===== src/rtl/pwm_disp_pkg.sv =====
package pwm_disp_pkg;

  typedef enum logic {
    RES_FULL  = 1'b0,
    RES_SHORT = 1'b1
  } res_mode_e;

  localparam int unsigned SHORT_DROP = 4;

endpackage


===== src/rtl/pwm_period_ctrl.sv =====
module pwm_period_ctrl
  import pwm_disp_pkg::*;
#(
  parameter int unsigned GS_W    = 16,
  parameter int unsigned SHORT_W = GS_W - SHORT_DROP,
  localparam int unsigned CW     = GS_W + 1
) (
  input  logic          clk,
  input  logic          rst_n,
  input  logic          blank,
  input  logic          rpt_en,
  input  logic          tsync_en,
  input  logic          latch,
  input  logic          res_short,
  output logic          run_q,
  output logic          run_d,
  output logic [CW-1:0] cnt_d,
  output res_mode_e     mode_d
);

  localparam logic [CW-1:0] LAST_FULL  = CW'(1) << GS_W;
  localparam logic [CW-1:0] LAST_SHORT = CW'(1) << SHORT_W;

  logic          blank_q;
  logic [CW-1:0] cnt_q;
  res_mode_e     mode_q;
  logic [CW-1:0] last_cnt;
  logic          start_req;
  logic          end_hit;

  assign last_cnt  = (mode_q == RES_SHORT) ? LAST_SHORT : LAST_FULL;
  assign start_req = !blank && (blank_q || (latch && tsync_en));
  assign end_hit   = run_q && (cnt_q == last_cnt);

  always_comb begin
    run_d  = run_q;
    cnt_d  = cnt_q;
    mode_d = mode_q;
    if (blank) begin
      run_d = 1'b0;
    end else if (start_req) begin
      run_d  = 1'b1;
      cnt_d  = CW'(1);
      mode_d = res_mode_e'(res_short);
    end else if (run_q) begin
      if (end_hit) begin
        if (rpt_en) begin
          cnt_d  = CW'(1);
          mode_d = res_mode_e'(res_short);
        end else begin
          run_d = 1'b0;
        end
      end else begin
        cnt_d = cnt_q + CW'(1);
      end
    end
  end

  always_ff @(posedge clk or negedge rst_n) begin
    if (!rst_n) begin
      blank_q <= 1'b1;
      run_q   <= 1'b0;
      cnt_q   <= CW'(1);
      mode_q  <= RES_FULL;
    end else begin
      blank_q <= blank;
      run_q   <= run_d;
      cnt_q   <= cnt_d;
      mode_q  <= mode_d;
    end
  end

  // the running count stays inside the latched period length
  assert_cnt_range_R1: assert property (@(posedge clk) disable iff (!rst_n)
    run_q |-> (cnt_q >= CW'(1)) && (cnt_q <= last_cnt));

  assert_cnt_step_R1: assert property (@(posedge clk) disable iff (!rst_n)
    (run_q && !blank && !start_req && !end_hit) |=> (run_q && cnt_q == $past(cnt_q) + CW'(1)));

  assert_auto_restart_R4: assert property (@(posedge clk) disable iff (!rst_n)
    (end_hit && rpt_en && !blank) |=> (run_q && cnt_q == CW'(1)));

  assert_one_shot_stop_R5: assert property (@(posedge clk) disable iff (!rst_n)
    (end_hit && !rpt_en && !blank && !(latch && tsync_en)) |=> !run_q);

  assert_latch_start_R6: assert property (@(posedge clk) disable iff (!rst_n)
    (latch && tsync_en && !blank) |=> (run_q && cnt_q == CW'(1)));

  assert_mode_hold_R8: assert property (@(posedge clk) disable iff (!rst_n)
    (run_q && !blank && !start_req && !end_hit) |=> $stable(mode_q));

  assert_blank_stop_R3: assert property (@(posedge clk) disable iff (!rst_n)
    blank |=> !run_q);

endmodule


===== src/rtl/pwm_ch_bank.sv =====
module pwm_ch_bank
  import pwm_disp_pkg::*;
#(
  parameter int unsigned NUM_CH  = 12,
  parameter int unsigned GS_W    = 16,
  parameter int unsigned SHORT_W = GS_W - SHORT_DROP,
  localparam int unsigned CW     = GS_W + 1
) (
  input  logic                   clk,
  input  logic                   rst_n,
  input  logic                   run_q,
  input  logic                   run_d,
  input  logic [CW-1:0]          cnt_d,
  input  res_mode_e              mode_d,
  input  logic [NUM_CH*GS_W-1:0] gs_vals,
  output logic [NUM_CH-1:0]      ch_on
);

  for (genvar i = 0; i < NUM_CH; i++) begin : g_ch
    logic [GS_W-1:0] raw;
    logic [GS_W-1:0] eff;
    logic            on_d;

    assign raw  = gs_vals[i*GS_W +: GS_W];
    assign eff  = (mode_d == RES_SHORT) ? GS_W'(raw[SHORT_W-1:0]) : raw;
    assign on_d = run_d && (cnt_d <= {1'b0, eff});

    always_ff @(posedge clk or negedge rst_n) begin
      if (!rst_n) ch_on[i] <= 1'b0;
      else        ch_on[i] <= on_d;
    end
  end

  // no channel is on while no period runs
  assert_idle_off_R5: assert property (@(posedge clk) disable iff (!rst_n)
    !run_q |-> (ch_on == '0));

endmodule


===== src/rtl/pwm_disp_top.sv =====
module pwm_disp_top
  import pwm_disp_pkg::*;
#(
  parameter int unsigned NUM_CH = 12,
  parameter int unsigned GS_W   = 16
) (
  input  logic                   clk,
  input  logic                   rst_n,
  input  logic                   blank,
  input  logic                   rpt_en,
  input  logic                   tsync_en,
  input  logic                   latch,
  input  logic                   res_short,
  input  logic [NUM_CH*GS_W-1:0] gs_vals,
  output logic [NUM_CH-1:0]      ch_on
);

  localparam int unsigned SHORT_W = GS_W - SHORT_DROP;
  localparam int unsigned CW      = GS_W + 1;

  logic          run_q;
  logic          run_d;
  logic [CW-1:0] cnt_d;
  res_mode_e     mode_d;

  pwm_period_ctrl #(.GS_W(GS_W), .SHORT_W(SHORT_W)) u_ctrl (
    .clk       (clk),
    .rst_n     (rst_n),
    .blank     (blank),
    .rpt_en    (rpt_en),
    .tsync_en  (tsync_en),
    .latch     (latch),
    .res_short (res_short),
    .run_q     (run_q),
    .run_d     (run_d),
    .cnt_d     (cnt_d),
    .mode_d    (mode_d)
  );

  pwm_ch_bank #(.NUM_CH(NUM_CH), .GS_W(GS_W), .SHORT_W(SHORT_W)) u_bank (
    .clk     (clk),
    .rst_n   (rst_n),
    .run_q   (run_q),
    .run_d   (run_d),
    .cnt_d   (cnt_d),
    .mode_d  (mode_d),
    .gs_vals (gs_vals),
    .ch_on   (ch_on)
  );

  assert_blank_off_R3: assert property (@(posedge clk) disable iff (!rst_n)
    blank |=> (ch_on == '0));

endmodule


===== config.mk =====
export PLATFORM = sky130hd
export DESIGN_NAME = pwm_disp_top
export DESIGN_NICKNAME = d
export VERILOG_FILES = /design/src/rtl/pwm_disp_pkg.sv /design/src/rtl/pwm_period_ctrl.sv /design/src/rtl/pwm_ch_bank.sv /design/src/rtl/pwm_disp_top.sv
export SDC_FILE = /design/constraint.sdc
export NUM_CORES = 1
export LEC_CHECK = 0
export ABC_AREA = 1
export BUFFER_PORTS_ARGS = -buffer_cell sky130_fd_sc_hd__buf_4
export CAP_MARGIN = 10
export CELL_PAD_IN_SITES_DETAIL_PLACEMENT = 1
export CELL_PAD_IN_SITES_GLOBAL_PLACEMENT = 1
export CORE_UTILIZATION = 37
export CTS_CLUSTER_DIAMETER = 100
export CTS_CLUSTER_SIZE = 28
export DETAILED_ROUTE_END_ITERATION = 8
export PLACE_DENSITY = 0.9
export REMOVE_ABC_BUFFERS = 1
export SETUP_SLACK_MARGIN = 0.4
export SYNTH_ARGS = -nofsm -noshare
export SYNTH_HDL_FRONTEND = slang
export SYNTH_SLANG_ARGS = --single-unit

===== constraint.sdc =====
create_clock -name clk -period 4.2 [get_ports clk]
set_input_delay 0.84 -clock clk [delete_from_list [all_inputs] [get_ports clk]]
set_output_delay 0.84 -clock clk [all_outputs]
set_load 0.03 [all_outputs]

==> results.py <==
metrics = {
    "outcome": {
        "status": "finished, final reports clean",
    },
    "worst_setup_path": {
        "cp_max_fo": 13,
        "arrival_ns": 3.68,
        "crit_required_ns": 4.36,
        "worstSetupPathType": "reg2reg",
        "start_kind": "flip-flop",
        "reg2regPathDepth": 17,
        "end_kind": "flip-flop",
    },
    "clock_tree": {
        "clock-root-buffer": "clkbuf_16",
        "clkTransAtPathRegs_ns": 0.06,
        "tritoncts": "built",
        "worst_skew_pair.late_latency_ns": 0.29,
        "cts_max_level": 2,
        "cts_sinks": 32,
        "cts_buffers": 5,
        "postCtsSetupBuffers": 0,
        "postCtsHoldBufs": 0,
        "clockBufferDepth": 2,
    },
    "global_route": {
        "gr-usage-all-layers": 0.284,
        "grt_pass1_vias": 8261,
        "grt_max_degree": 33,
        "gr-total-overflow": 0,
        "grt_pass1_wl_mm": 40.6,
        "antenna_found_initial": 0,
    },
    "logic_synthesis": {
        "synth_adder_area_share": 0.356,
        "postSynthAreaPerCell_um2": 6.49,
        "synth_compound_area_frac": 0.117,
        "synth_top_family_by_area": "adder cells",
        "synthMuxAreaShare": 0,
        "async_flop_share": 1.00,
        "synth_xor_area_frac": 0.00385,
        "yosys.area_share.simple": 0.273,
        "syn_inst": 1052,
        "synth-main-ff-cell": "dfrtp_1",
        "synth_top_cells_by_area": "ha_1 36%, nand2_1 16%, inv_1 12%",
        "syn_area_um2": 6830,
        "ys_seq_area_frac": 0.118,
        "synth-edff-count": 0,
        "yosys_warnings": 0,
        "ys_types": 38,
        "ys_ff_latch": 32,
        "netlist.area_leader.share": 0.356,
        "synth_top_cell_by_area": "ha_1",
    },
    "timing": {
        "setup_viol": 0,
        "fin_setup_tns_ns": 0,
        "finClkSkew_ns": 0.00479,
        "drv_slew": 0,
        "hold_slack_ns": 0.505,
        "timing.fmax_mhz": 284,
        "rsz0062_at_grt": "true",
        "relSlewSlack": 0.225,
        "period_minus_slack_ns": 3.52,
        "hold_violations": 0,
        "layout_worst_path_cycle_share": 0.839,
        "worst_pin_slew_ns": 1.16,
    },
    "floorplanning": {
        "die_y_um": 138,
        "core-area_um2": 18000,
        "start_util": 0.379,
        "num_rows": 49,
        "dieArea_um2": 19000,
        "die_w_um": 138,
        "ios": 211,
    },
    "route": {
        "antenna_left": 0,
        "drc": 0,
        "wl_per_cell_um": 17.5,
        "num_vias": 7777,
        "drt_first_pass_iters": 4,
        "wl_mm": 26.2,
        "routed_via_density": 5.19,
        "wl_met1_mm": 10.9,
        "dr_wl_met2_mm": 12.8,
        "top_layer": "met4",
        "dr_wl_met3_mm": 1.41,
        "drt_iter0_drc": 283,
    },
    "cells_and_area": {
        "fillers": 2446,
        "final_common_cell": "nand2_1",
        "nNetsFinal": 1661,
        "final_cell_mix": "293 x nand2_1, 218 x buf_4, 215 x inv_1, 194 x ha_1, 75 x a21oi_1",
        "fin_area_um2": 9000,
        "drive_gt1_frac": 0.217,
        "antenna_cells": 0,
        "syn2layout_area_growth_pct": 31.8,
    },
    "place": {
        "numPortBuffers": 210,
        "gp_congestion": 0.868,
        "dp_hpwl_mm": 21.3,
        "place_area_um2": 8790,
    },
    "pwr": {
        "p_total_mw": 2.10,
        "vdd_drop_max_mv": 0.156,
        "p_leak_nw": 5.51,
        "powerDensity_nw_per_um2": 234,
    },
    "run": {
        "drv_cap": 0,
    },
    "min_path": {
        "hp-class": "in2async",
    },
}
-- metrics by stage --
step / worst slack (ns) / std cells / util
floorplan: 0.820 / 1041 / -
global placement: 0.513 / 1490 / 0.487
detailed placement: 0.450 / 1490 / 0.487
CTS: 0.416 / 1498 / 0.498
global route: 0.394 / 1498 / 0.499
finish: 0.676 / 1498 / 0.499
-- Yosys cell counts, types with 3 or more instances --
library cell / instances
dfrtp_1: 30
ha_1: 194
nor3_1: 13
o21ai_1: 4
inv_2: 8
nor2_1: 71
xor2_1: 3
a21oi_1: 75
buf_2: 5
inv_1: 215
o21ai_0: 30
buf_6: 3
a21oi_2: 7
o2111ai_1: 3
nand3_1: 33
nand4_1: 18
nand2_1: 295
nor2_2: 4
a211oi_1: 10
-- final cells by class --
| cell class | instances | area [um2] | share of cell area |
|---|---|---|---|
| clock inverter | 1 | 30.0 | 0.00334 |
| timing repair buffer | 220 | 1680 | 0.186 |
| tap | 229 | 287 | 0.0318 |
| multi-input combinational | 786 | 5220 | 0.579 |
| clock buffer | 7 | 153 | 0.0170 |
| sequential | 32 | 805 | 0.0894 |
| inverter | 223 | 837 | 0.0930 |
-- path summary, 6_finish.rpt --
path | from | to | slack [ns]
max reg2reg | u_ctrl.cnt_q[0]$_DFF_PN1_ | u_bank.ch_on[2]$_DFF_PN0_ | 0.68
max | u_ctrl.cnt_q[0]$_DFF_PN1_ | u_bank.ch_on[2]$_DFF_PN0_ | 0.68
min | rst_n | u_ctrl.mode_q$_DFF_PN0_ | 0.50
min reg2reg | u_ctrl.cnt_q[16]$_DFF_PN0_ | u_ctrl.cnt_q[16]$_DFF_PN0_ | 0.62
min in group clk | u_ctrl.cnt_q[16]$_DFF_PN0_ | u_ctrl.cnt_q[16]$_DFF_PN0_ | 0.62
max in group asynchronous | rst_n | u_ctrl.cnt_q[0]$_DFF_PN1_ | 3.35
-- metal layers --
metal | GRT usage | vias to the layer above
met2 | 0.512 | 242
met5 | 0 | -
met3 | 0.0416 | 69
li1 | - | 3826
met1 | 0.331 | 3640
met4 | 0.124 | 0
-- power breakdown --
part / internal (mW) / switching (mW)
Sequential: 0.353 / 0.0489
Combinational: 0.499 / 0.735
Clock: 0.313 / 0.155
-- logic make-up (layout without fill, tap and decap cells) --
group           after synthesis  count (layout)
flops                        32              32
buf+inv                     234             451
simple gates                448             448
xor+xnor                      3               3
compound gates              141             141
fa+ha+maj                   194             194
-- state kept, by name, summed over array words and instances, names as in the netlist --
signal	cells
u_ctrl.cnt_q	17
u_ctrl.run_q	1
u_ctrl.mode_q	1
u_bank.ch_on	12
u_ctrl.blank_q	1
-- repair_timing --
item / in CTS / in global routing
endpoints found under the setup margin: 1 / 12
cloned: 0 / 0
resized for setup: 1 / 6
-- critical path, cell delays in order, from the launching register on --
cell and delay [ns]:
dfstp_2 0.59, nand3_1 0.16, nor3_1 0.32, nand2_1 0.19, nor2_1 0.23, nand2_1 0.09, nand2_1 0.07, nand3_1 0.08
nand2_1 0.10, o21ai_2 0.32, ha_1 0.44, nand2_1 0.07, nor2_1 0.12, nor3b_1 0.06, o21ai_0 0.20, a21oi_1 0.13
a21oi_1 0.18, nor2_2 0.04
Note: power is estimated with default switching activity, not from simulation.
